$ cat src/rtl/mpsc_pkg.sv
package mpsc_pkg;

    typedef enum logic [1:0] {
        ADR_CTRL = 2'd0,
        ADR_TXD  = 2'd1,
        ADR_STAT = 2'd2,
        ADR_RXD  = 2'd3
    } reg_adr_e;

    typedef struct packed {
        logic mp_en;
        logic rx_en;
        logic tx_en;
    } ctrl_t;

    typedef enum logic [1:0] {
        RX_IDLE  = 2'd0,
        RX_START = 2'd1,
        RX_SHIFT = 2'd2
    } rx_state_e;

    // Index of the last bit in a character (stop bit), counted from the start bit.
    function automatic int unsigned stop_index(input int unsigned data_w, input logic mp_on);
        return mp_on ? data_w + 2 : data_w + 1;
    endfunction

endpackage

$ cat src/rtl/mpsc_tx.sv
module mpsc_tx #(
    parameter int DATA_W = 8,
    parameter int OVS    = 16
) (
    input  logic              clk,
    input  logic              rst,
    input  logic              en,
    input  logic              hold_full,
    input  logic              tick,
    input  logic [DATA_W-1:0] hold_data,
    input  logic              mp_on,
    input  logic              mp_sel,
    output logic              load,
    output logic              on_last,
    output logic              txd
);
    import mpsc_pkg::*;

    localparam int FW = DATA_W + 3;
    localparam int CW = $clog2(OVS);
    localparam int IW = $clog2(FW);

    logic          busy_q;
    logic [CW-1:0] cnt_q;
    logic [IW-1:0] idx_q;
    logic [IW-1:0] last_q;
    logic [FW-1:0] sh_q;
    logic          bit_end;

    assign bit_end = busy_q && tick && (cnt_q == CW'(OVS - 1));
    assign on_last = busy_q && (idx_q == last_q);
    assign load    = en && hold_full && (!busy_q || (bit_end && on_last));
    assign txd     = busy_q ? sh_q[0] : 1'b1;

    always_ff @(posedge clk) begin
        if (rst || !en) begin
            busy_q <= 1'b0;
            cnt_q  <= '0;
            idx_q  <= '0;
            last_q <= '0;
            sh_q   <= '1;
        end else if (load) begin
            busy_q <= 1'b1;
            cnt_q  <= '0;
            idx_q  <= '0;
            last_q <= IW'(stop_index(DATA_W, mp_on));
            sh_q   <= {1'b1, (mp_on ? mp_sel : 1'b1), hold_data, 1'b0};
        end else if (tick) begin
            cnt_q <= cnt_q + 1'b1;
            if (bit_end) begin
                if (on_last) begin
                    busy_q <= 1'b0;
                end
                idx_q <= idx_q + 1'b1;
                sh_q  <= {1'b1, sh_q[FW-1:1]};
            end
        end
    end
endmodule

$ cat src/rtl/mpsc_rx.sv
module mpsc_rx #(
    parameter int DATA_W = 8,
    parameter int OVS    = 16
) (
    input  logic              clk,
    input  logic              rst,
    input  logic              en,
    input  logic              mp_on,
    input  logic              tick,
    input  logic              rxd,
    output logic              done,
    output logic [DATA_W-1:0] byte_out,
    output logic              mp_out,
    output logic              mp_valid
);
    import mpsc_pkg::*;

    localparam int CW  = $clog2(OVS);
    localparam int IW  = $clog2(DATA_W + 2);
    localparam int MID = OVS / 2 - 1;

    rx_state_e         st_q;
    logic [1:0]        sync_q;
    logic [CW-1:0]     cnt_q;
    logic [IW-1:0]     idx_q;
    logic [DATA_W-1:0] sh_q;
    logic              mp_q;
    logic              rxs;
    logic              at_stop;

    assign rxs     = sync_q[1];
    assign at_stop = (idx_q == IW'(stop_index(DATA_W, mp_on) - 1));

    always_ff @(posedge clk) begin
        if (rst) begin
            sync_q <= 2'b11;
        end else begin
            sync_q <= {sync_q[0], rxd};
        end
    end

    always_ff @(posedge clk) begin
        done <= 1'b0;
        if (rst || !en) begin
            st_q     <= RX_IDLE;
            cnt_q    <= '0;
            idx_q    <= '0;
            sh_q     <= '0;
            mp_q     <= 1'b0;
            byte_out <= '0;
            mp_out   <= 1'b0;
            mp_valid <= 1'b0;
        end else if (tick) begin
            unique case (st_q)
                RX_IDLE: begin
                    cnt_q <= '0;
                    if (!rxs) st_q <= RX_START;
                end
                RX_START: begin
                    if (cnt_q == CW'(MID)) begin
                        cnt_q <= '0;
                        idx_q <= '0;
                        st_q  <= rxs ? RX_IDLE : RX_SHIFT;
                    end else begin
                        cnt_q <= cnt_q + 1'b1;
                    end
                end
                RX_SHIFT: begin
                    cnt_q <= cnt_q + 1'b1;
                    if (cnt_q == CW'(OVS - 1)) begin
                        idx_q <= idx_q + 1'b1;
                        if (at_stop) begin
                            st_q     <= RX_IDLE;
                            done     <= 1'b1;
                            byte_out <= sh_q;
                            mp_out   <= mp_q;
                            mp_valid <= mp_on;
                        end else if (idx_q < IW'(DATA_W)) begin
                            sh_q <= {rxs, sh_q[DATA_W-1:1]};
                        end else begin
                            mp_q <= rxs;
                        end
                    end
                end
                default: st_q <= RX_IDLE;
            endcase
        end
    end
endmodule

$ cat src/rtl/mpsc_channel.sv
module mpsc_channel #(
    parameter int DATA_W = 8,
    parameter int OVS    = 16
) (
    input  logic              clk,
    input  logic              rst,
    input  logic [1:0]        bus_addr,
    input  logic              bus_wr,
    input  logic              bus_rd,
    input  logic [DATA_W-1:0] bus_wdata,
    output logic [DATA_W-1:0] bus_rdata,
    output logic              dma_req,
    input  logic              dma_wr,
    input  logic [DATA_W-1:0] dma_wdata,
    input  logic              tick16,
    output logic              txd,
    input  logic              rxd
);
    import mpsc_pkg::*;

    ctrl_t             ctrl_q;
    logic [DATA_W-1:0] hold_q;
    logic [DATA_W-1:0] rbuf_q;
    logic              empty_q, fin_q, seen_q, mpsel_q, rfull_q, rmp_q;
    logic              tx_en, rx_en, mp_en;
    logic              wr_ctrl, wr_txd, wr_stat, rd_stat, rd_rxd;
    logic              put_byte, sw_clear;
    logic              tx_load, tx_last;
    logic              rx_done, rx_mp, rx_mp_valid;
    logic [DATA_W-1:0] rx_byte;

    assign tx_en = ctrl_q.tx_en;
    assign rx_en = ctrl_q.rx_en;
    assign mp_en = ctrl_q.mp_en;

    assign wr_ctrl  = bus_wr && (bus_addr == ADR_CTRL);
    assign wr_txd   = bus_wr && (bus_addr == ADR_TXD);
    assign wr_stat  = bus_wr && (bus_addr == ADR_STAT);
    assign rd_stat  = bus_rd && (bus_addr == ADR_STAT);
    assign rd_rxd   = bus_rd && (bus_addr == ADR_RXD);
    assign put_byte = wr_txd || dma_wr;
    assign sw_clear = wr_stat && !bus_wdata[0] && seen_q;
    assign dma_req  = empty_q && tx_en;

    mpsc_tx #(.DATA_W(DATA_W), .OVS(OVS)) u_tx (
        .clk(clk), .rst(rst), .en(tx_en), .hold_full(!empty_q), .tick(tick16),
        .hold_data(hold_q), .mp_on(mp_en), .mp_sel(mpsel_q),
        .load(tx_load), .on_last(tx_last), .txd(txd)
    );

    mpsc_rx #(.DATA_W(DATA_W), .OVS(OVS)) u_rx (
        .clk(clk), .rst(rst), .en(rx_en), .mp_on(mp_en), .tick(tick16), .rxd(rxd),
        .done(rx_done), .byte_out(rx_byte), .mp_out(rx_mp), .mp_valid(rx_mp_valid)
    );

    always_ff @(posedge clk) begin
        if (rst) begin
            ctrl_q  <= '0;
            hold_q  <= '0;
            empty_q <= 1'b1;
            fin_q   <= 1'b1;
            seen_q  <= 1'b0;
            mpsel_q <= 1'b0;
        end else begin
            if (wr_ctrl) ctrl_q <= ctrl_t'(bus_wdata[2:0]);
            if (wr_txd) hold_q <= bus_wdata;
            else if (dma_wr) hold_q <= dma_wdata;
            if (wr_stat) mpsel_q <= bus_wdata[3];

            if (rd_stat && empty_q) seen_q <= 1'b1;
            else if (wr_stat) seen_q <= 1'b0;

            if (put_byte || sw_clear) empty_q <= 1'b0;
            else if (tx_load) empty_q <= 1'b1;

            if (!tx_en) fin_q <= 1'b1;
            else if (dma_wr || sw_clear) fin_q <= 1'b0;
            else if (tx_last && empty_q) fin_q <= 1'b1;
        end
    end

    always_ff @(posedge clk) begin
        if (rst) begin
            rbuf_q  <= '0;
            rfull_q <= 1'b0;
            rmp_q   <= 1'b0;
        end else begin
            if (rx_done) begin
                rbuf_q  <= rx_byte;
                rfull_q <= 1'b1;
                if (rx_mp_valid) rmp_q <= rx_mp;
            end else if (rd_rxd) begin
                rfull_q <= 1'b0;
            end
        end
    end

    always_comb begin
        bus_rdata = '0;
        unique case (bus_addr)
            ADR_CTRL: bus_rdata[2:0] = ctrl_q;
            ADR_TXD:  bus_rdata      = '0;
            ADR_STAT: bus_rdata[4:0] = {rfull_q, mpsel_q, rmp_q, fin_q, empty_q};
            ADR_RXD:  bus_rdata      = rbuf_q;
            default:  bus_rdata      = '0;
        endcase
    end
endmodule

$ cat config.mk
export PLATFORM = sky130hd
export DESIGN_NAME = mpsc_channel
export DESIGN_NICKNAME = d
export VERILOG_FILES = /design/src/rtl/mpsc_pkg.sv /design/src/rtl/mpsc_tx.sv /design/src/rtl/mpsc_rx.sv /design/src/rtl/mpsc_channel.sv
export SDC_FILE = /design/constraint.sdc
export NUM_CORES = 1
export LEC_CHECK = 0
export BUFFER_PORTS_ARGS = -buffer_cell sky130_fd_sc_hd__buf_2
export CAP_MARGIN = 20
export CORE_MARGIN = 1.5
export CORE_UTILIZATION = 63
export CTS_CLUSTER_DIAMETER = 30
export DETAILED_ROUTE_END_ITERATION = 8
export GPL_TIMING_DRIVEN = 0
export PLACE_DENSITY = 0.82
export SYNTH_ARGS = -nofsm -noshare
export SYNTH_HDL_FRONTEND = slang
export SYNTH_SLANG_ARGS = --single-unit
$ cat constraint.sdc
create_clock -name clk -period 3.2 [get_ports clk]
set_input_delay 0.8 -clock clk [delete_from_list [all_inputs] [get_ports clk]]
set_output_delay 0.8 -clock clk [all_outputs]
set_load 0.01 [all_outputs]
==> results.json, run 1 <==
{
  "status": "completed",
  "cts.clk_slew.worst_paths_ns": 0.08,
  "cts_sinks": 79,
  "grt_pass1_vias": 2894,
  "cts_tree": "yes",
  "end_kind": "output pin",
  "core_mm2": 0.00554,
  "die_w_um": 79.2,
  "syn_inst": 411,
  "area_delta_synth_final_pct": 11.6,
  "placed_area_mm2": 0.00389,
  "mostFrequentLayoutCell": "dfxtp_1",
  "drive_gt1_share_pct": 14.4,
  "root_buffer": "clkbuf_8",
  "layout_setup_ws_ns": 0.641,
  "cpLargestDelayFamily": "buffers and inverters",
  "slew_headroom_pct": 57.1,
  "yosys-top-cells-area": "dfxtp_1 43%, mux2i_1 11%, a21oi_1 4.2%",
  "grt_pass1_wl_mm": 13.4,
  "synth_xor_area_share_pct": 2.16,
  "cts_inserted_buffers": 9,
  "hp-class": "register to register",
  "viasPerCell": 5.81,
  "peakVddDrop_v": 0.000390,
  "globalRouteOverflowTotal": 0,
  "synth-simple-area-share_pct": 21.0,
  "htreeDepth": 3,
  "clock_skew_ns": 0.0109,
  "vias": 3072,
  "power_density_mw_per_mm2": 441,
  "worstPathCellList": "buf_2, clkbuf_1, mux2i_1, o21ai_0, buf_2",
  "fillers": 429,
  "dieHeight_um": 79.2,
  "pre_cts_ws_ns": 0.651,
  "crit_fanout": 10,
  "cellLeakagePower_uw": 0.00148,
  "slowest_stage": "clkbuf_1",
  "rr_worst_depth": 7,
  "design.die.area_mm2": 0.00627,
  "antenna_found_initial": 0,
  "rsz0062_at_grt": "no",
  "cts-resized-gates": 0,
  "ioPinCount": 35,
  "synth_area_leader_cell": "dfxtp_1",
  "critPathKind": "primary input to output pin",
  "dp_cells": 513,
  "worst-path-stages": 5,
  "yosys_register_bits": 79,
  "mostFrequentLayoutCells": "79 x dfxtp_1, 40 x mux2i_1, 37 x nor2_1",
  "dp_hpwl_mm": 5.64,
  "setup_viol": 0,
  "tightest_slew_ns": 0.643,
  "postRouteAntennaNets": 0,
  "final_cells": 529,
  "clock_latency_ns": 0.36,
  "fin_nets": 485,
  "crit_path_frequent_cell": "buf_2",
  "period_minus_slack_ns": 2.56,
  "first_pass_iters": 4,
  "synthFlopType": "dfxtp_1",
  "maxSlewViolCount": 0,
  "drc": 0,
  "synth.net_count": 444,
  "wl_mm": 7.90,
  "syn_area_mm2": 0.00365,
  "diodes": 0,
  "cts_hold_buf": 0,
  "postCtsSetupBuffers": 0,
  "synthMuxAreaShare_pct": 11.4,
  "start_kind": "primary input",
  "synth_top_family_by_area": "simple AND/OR/NAND/NOR gates",
  "fmax_mhz": 391,
  "critPathBufInv": 3,
  "yosysUniqueCellTypes": 47,
  "start_util_pct": 66.0,
  "gp_congestion": 0.792,
  "design_area_mm2": 0.00408,
  "max_stage_delay_ns": 0.33,
  "fin_tns_setup_ns": 0,
  "synth-adder-area-share_pct": 2.74,
  "portBuffers": 30,
  "synth_warnings": 0,
  "worst-endpoint-required_ns": 2.40,
  "hold_path_depth": 1,
  "grt_usage_pct": 27.3,
  "grt_max_degree": 17,
  "wl_per_cell_um": 14.9,
  "rows": 27,
  "synth-compound-area-share_pct": 14.9,
  "seq_area_frac_synth_pct": 43.3,
  "drt-initial-drc-count": 181,
  "yosysTopAreaCellShare_pct": 43.3,
  "arrival_ns": 1.76,
  "async_flop_share_pct": 0,
  "synth_area_per_cell_um2": 8.89,
  "final_hold_viol_count": 0,
  "fin_crit_sh_pct": 80.0,
  "synth_edf_count": 0,
  "drv_cap": 0,
  "cts_buffer_depth": 2
}
-- worst paths after layout --
| path | start | end | slack [ns] |
|---|---|---|---|
| worst max register to register | u_rx.st_q[0] | u_rx.idx_q[1] | 1.33 |
| worst min-delay path | u_rx.sync_q[0] | u_rx.sync_q[1] | 0.43 |
| worst max-delay path | bus_addr[1] | bus_rdata[2] | 0.64 |
| worst min register to register | u_rx.sync_q[0] | u_rx.sync_q[1] | 0.43 |
-- registers in the layout, indices dropped and copies added (netlist names), 2 cells and up --
signal         cells
u_rx.sync_q        2
u_tx.sh_q         10
rbuf_q             8
u_rx.st_q          2
u_tx.cnt_q         4
u_rx.sh_q          8
u_tx.last_q        3
u_rx.idx_q         4
u_rx.byte_out      8
hold_q             8
u_rx.cnt_q         4
u_tx.idx_q         4
-- area by class of cell --
class | instances | area (µm²) | area share [%]
multi-input combinational | 297 | 1910 | 46.8
sequential | 79 | 1580 | 38.8
timing repair buffer | 30 | 150 | 3.68
buffer | 29 | 143 | 3.50
clock buffer | 9 | 124 | 3.04
tap | 72 | 90.1 | 2.21
clock inverter | 7 | 60.1 | 1.47
inverter | 6 | 22.5 | 0.552
-- where the power goes --
part / internal, µW / switching [µW] / leakage (µW)
registers: 995 / 10.8 / 0.000640
clock network: 297 / 406 / 0.0000916
logic: 39.0 / 50.9 / 0.000751
total: 1330 / 468 / 0.00148
-- synth_stat cells (all sizes together) (6+ instances only) --
cell type,n
and3,11
nor3,10
nand3,23
a211oi,18
nor2b,8
buf,12
clkbuf,17
a21oi,31
nand2,28
ha,8
inv,6
mux2i,40
dfxtp,79
o21ai,28
nor2,37
-- metrics by stage --
stage	hold slack [ns]	total power, µW	util [%]
finish	0.429	1800	73.6
detailed placement	0.405	1120	70.3
CTS	0.430	1810	73.6
floorplan	0.389	1080	-
global placement	0.398	1110	70.3
global route	0.458	1850	73.6
-- layer usage --
metal  wire [µm]  up-vias  global-route usage [%]
met5           0        -                       0
met4         108        0                    8.60
met3         253       10                    5.75
met2        3970       51                    46.9
met1        3570     1461                    34.2
li1            -     1550                       -
-- cell families after synthesis --
kind of cell	after synthesis
AOI/OAI and AO/OA	90
xor gates and xnor gates	9
adders and majority gates	8
buffers and inverters	35
DFF	79
muxes	41
and+or+nand+nor	149
No activity file was read; power rests on OpenSTA's default activity.
==> run 2, diff against run 1 <==
--- a/config.mk
+++ b/config.mk
@@ -8,11 +8,11 @@
 export BUFFER_PORTS_ARGS = -buffer_cell sky130_fd_sc_hd__buf_2
 export CAP_MARGIN = 20
 export CORE_MARGIN = 1.5
-export CORE_UTILIZATION = 63
+export CORE_UTILIZATION = 59
 export CTS_CLUSTER_DIAMETER = 30
 export DETAILED_ROUTE_END_ITERATION = 8
 export GPL_TIMING_DRIVEN = 0
-export PLACE_DENSITY = 0.82
+export PLACE_DENSITY = 0.77
 export SYNTH_ARGS = -nofsm -noshare
 export SYNTH_HDL_FRONTEND = slang
 export SYNTH_SLANG_ARGS = --single-unit
==> constraint.sdc (replaced) <==
create_clock -name clk -period 2.4 [get_ports clk]
set_input_delay 0.6 -clock clk [delete_from_list [all_inputs] [get_ports clk]]
set_output_delay 0.6 -clock clk [all_outputs]
set_load 0.01 [all_outputs]
==> results.json, run 2 (synthesis gave the netlist of run 1 again) <==
{
  "status": "completed",
  "pre_cts_ws_ns": 0.188,
  "rrSetupSlack_ns": 0.55,
  "start_util_pct": 61.4,
  "area_delta_synth_final_pct": 13.2,
  "antenna_found_initial": 0,
  "final_hold_viol_count": 0,
  "whs_ns": 0.420,
  "drc": 0,
  "cp-startpoint": "bus_addr[1]",
  "slowest_stage": "clkbuf_1",
  "hold_path_depth": 1,
  "design.die.area_mm2": 0.00668,
  "cts.clk_slew.worst_paths_ns": 0.07,
  "die_w_um": 81.7,
  "worst-endpoint-required_ns": 1.80,
  "vias": 3008,
  "setup_viol": 0,
  "hp-class": "register to register",
  "first_pass_iters": 4,
  "maxSlewViolCount": 0,
  "wl_mm": 7.66,
  "cts_buffer_depth": 2,
  "end_kind": "output pin",
  "period_minus_slack_ns": 2.22,
  "critPathCapture": "bus_rdata[2]",
  "postCtsSetupBuffers": 0,
  "cts_tree": "yes",
  "cellLeakagePower_uw": 0.00151,
  "portBuffers": 30,
  "drive_gt1_share_pct": 13.8,
  "fin_crit_sh_pct": 92.6,
  "design_area_mm2": 0.00414,
  "postRouteAntennaNets": 0,
  "viasPerCell": 5.65,
  "gp_congestion": 0.838,
  "drt-initial-drc-count": 127,
  "fmax_mhz": 450,
  "grt_pass1_wl_mm": 12.4,
  "mostFrequentLayoutCells": "79 x dfxtp_1, 40 x mux2i_1, 37 x nor2_1",
  "grt_pass1_vias": 2731,
  "dp_hpwl_mm": 5.42,
  "clock_skew_ns": 0.00893,
  "rr_worst_depth": 7,
  "tightest_slew_ns": 0.662,
  "arrival_ns": 1.62,
  "ioPinCount": 35,
  "crit_fanout": 10,
  "max_stage_delay_ns": 0.38,
  "rsz0062_at_grt": "no",
  "layout_setup_ws_ns": 0.177,
  "fin_tns_setup_ns": 0,
  "globalRouteOverflowTotal": 0,
  "rows": 28,
  "clock_latency_ns": 0.35,
  "drv_cap": 0,
  "dieHeight_um": 81.7,
  "diodes": 0,
  "mostFrequentLayoutCell": "dfxtp_1",
  "rr_endpoint": "u_rx.idx_q[1]",
  "htreeDepth": 3,
  "placed_area_mm2": 0.00390,
  "worstHoldStart": "u_rx.sync_q[0]",
  "power_density_mw_per_mm2": 636,
  "slew_headroom_pct": 55.9,
  "worstPathCellList": "buf_2, clkbuf_1, mux2i_1, o21ai_0, buf_2",
  "fillers": 492,
  "cts_hold_buf": 0,
  "critPathKind": "primary input to output pin",
  "root_buffer": "clkbuf_8",
  "largest_reg_flops": 10,
  "crit_path_frequent_cell": "buf_2",
  "cts_sinks": 79,
  "start_kind": "primary input",
  "wl_per_cell_um": 14.4,
  "cts-resized-gates": 0,
  "fin_nets": 485,
  "peakVddDrop_v": 0.000567,
  "grt_max_degree": 13,
  "core_mm2": 0.00596,
  "r2r-start": "u_rx.st_q[0]",
  "regMostFlops": "u_tx.sh_q",
  "grt_usage_pct": 24.3,
  "cts_inserted_buffers": 9
}
run 2: cell types whose count changed in the layout (fill, tap and decap cells not counted):
cell,previous run,this run
clkinvlp_4,1,0
clkbuf_8,9,10
inv_6,5,0
clkinv_4,1,0
bufinv_16,0,3
clkbuf_1,17,20
run 2: area by class of cell:
cell class              count  area, µm²  area share, %
well taps                  75       93.8           2.27
flip-flops and latches     79       1580           38.2
repair buffers             30        150           3.63
plain buffers              29        143           3.45
clock inverters             3       90.1           2.18
inverters                   6       22.5          0.544
clock buffers              13        149           3.60
multi-input cells         297       1910           46.1
run 2: stage by stage:
step	instances	power (µW)	util, %
floorplan	411	1440	-
global route	532	2720	69.5
global placement	516	1490	65.5
finish	532	2630	69.5
CTS	532	2660	69.5
detailed placement	516	1490	65.5
run 2: power by group:
part / switching (µW) / internal, µW
logic: 67.8 / 52.1
clock network: 447 / 721
registers: 15.0 / 1330
run 2: worst min-delay path by stage:
stage | endpoint | slack (ns)
after floorplan | u_rx.sync_q[1] | 0.39
after global placement | u_rx.sync_q[1] | 0.39
after detailed placement | u_rx.sync_q[1] | 0.40
after CTS | u_rx.sync_q[1] | 0.43
after global routing | u_rx.sync_q[0] | 0.45
final | u_rx.sync_q[1] | 0.42
run 2: metal layers:
| layer | global-route usage [%] | vias up | share of wire (%) |
|---|---|---|---|
| met5 | 0 | - | 0 |
| met3 | 7.22 | 14 | 4.2 |
| li1 | - | 1539 | - |
| met1 | 30.9 | 1394 | 48 |
| met2 | 39.3 | 61 | 46 |
| met4 | 8.47 | 0 | 1.8 |
run 2: worst max-delay path: cells and delay by family:
family	cells	cell delay (ns)
compound gates	1	0.10
buf+inv	3	0.68
mux	1	0.24
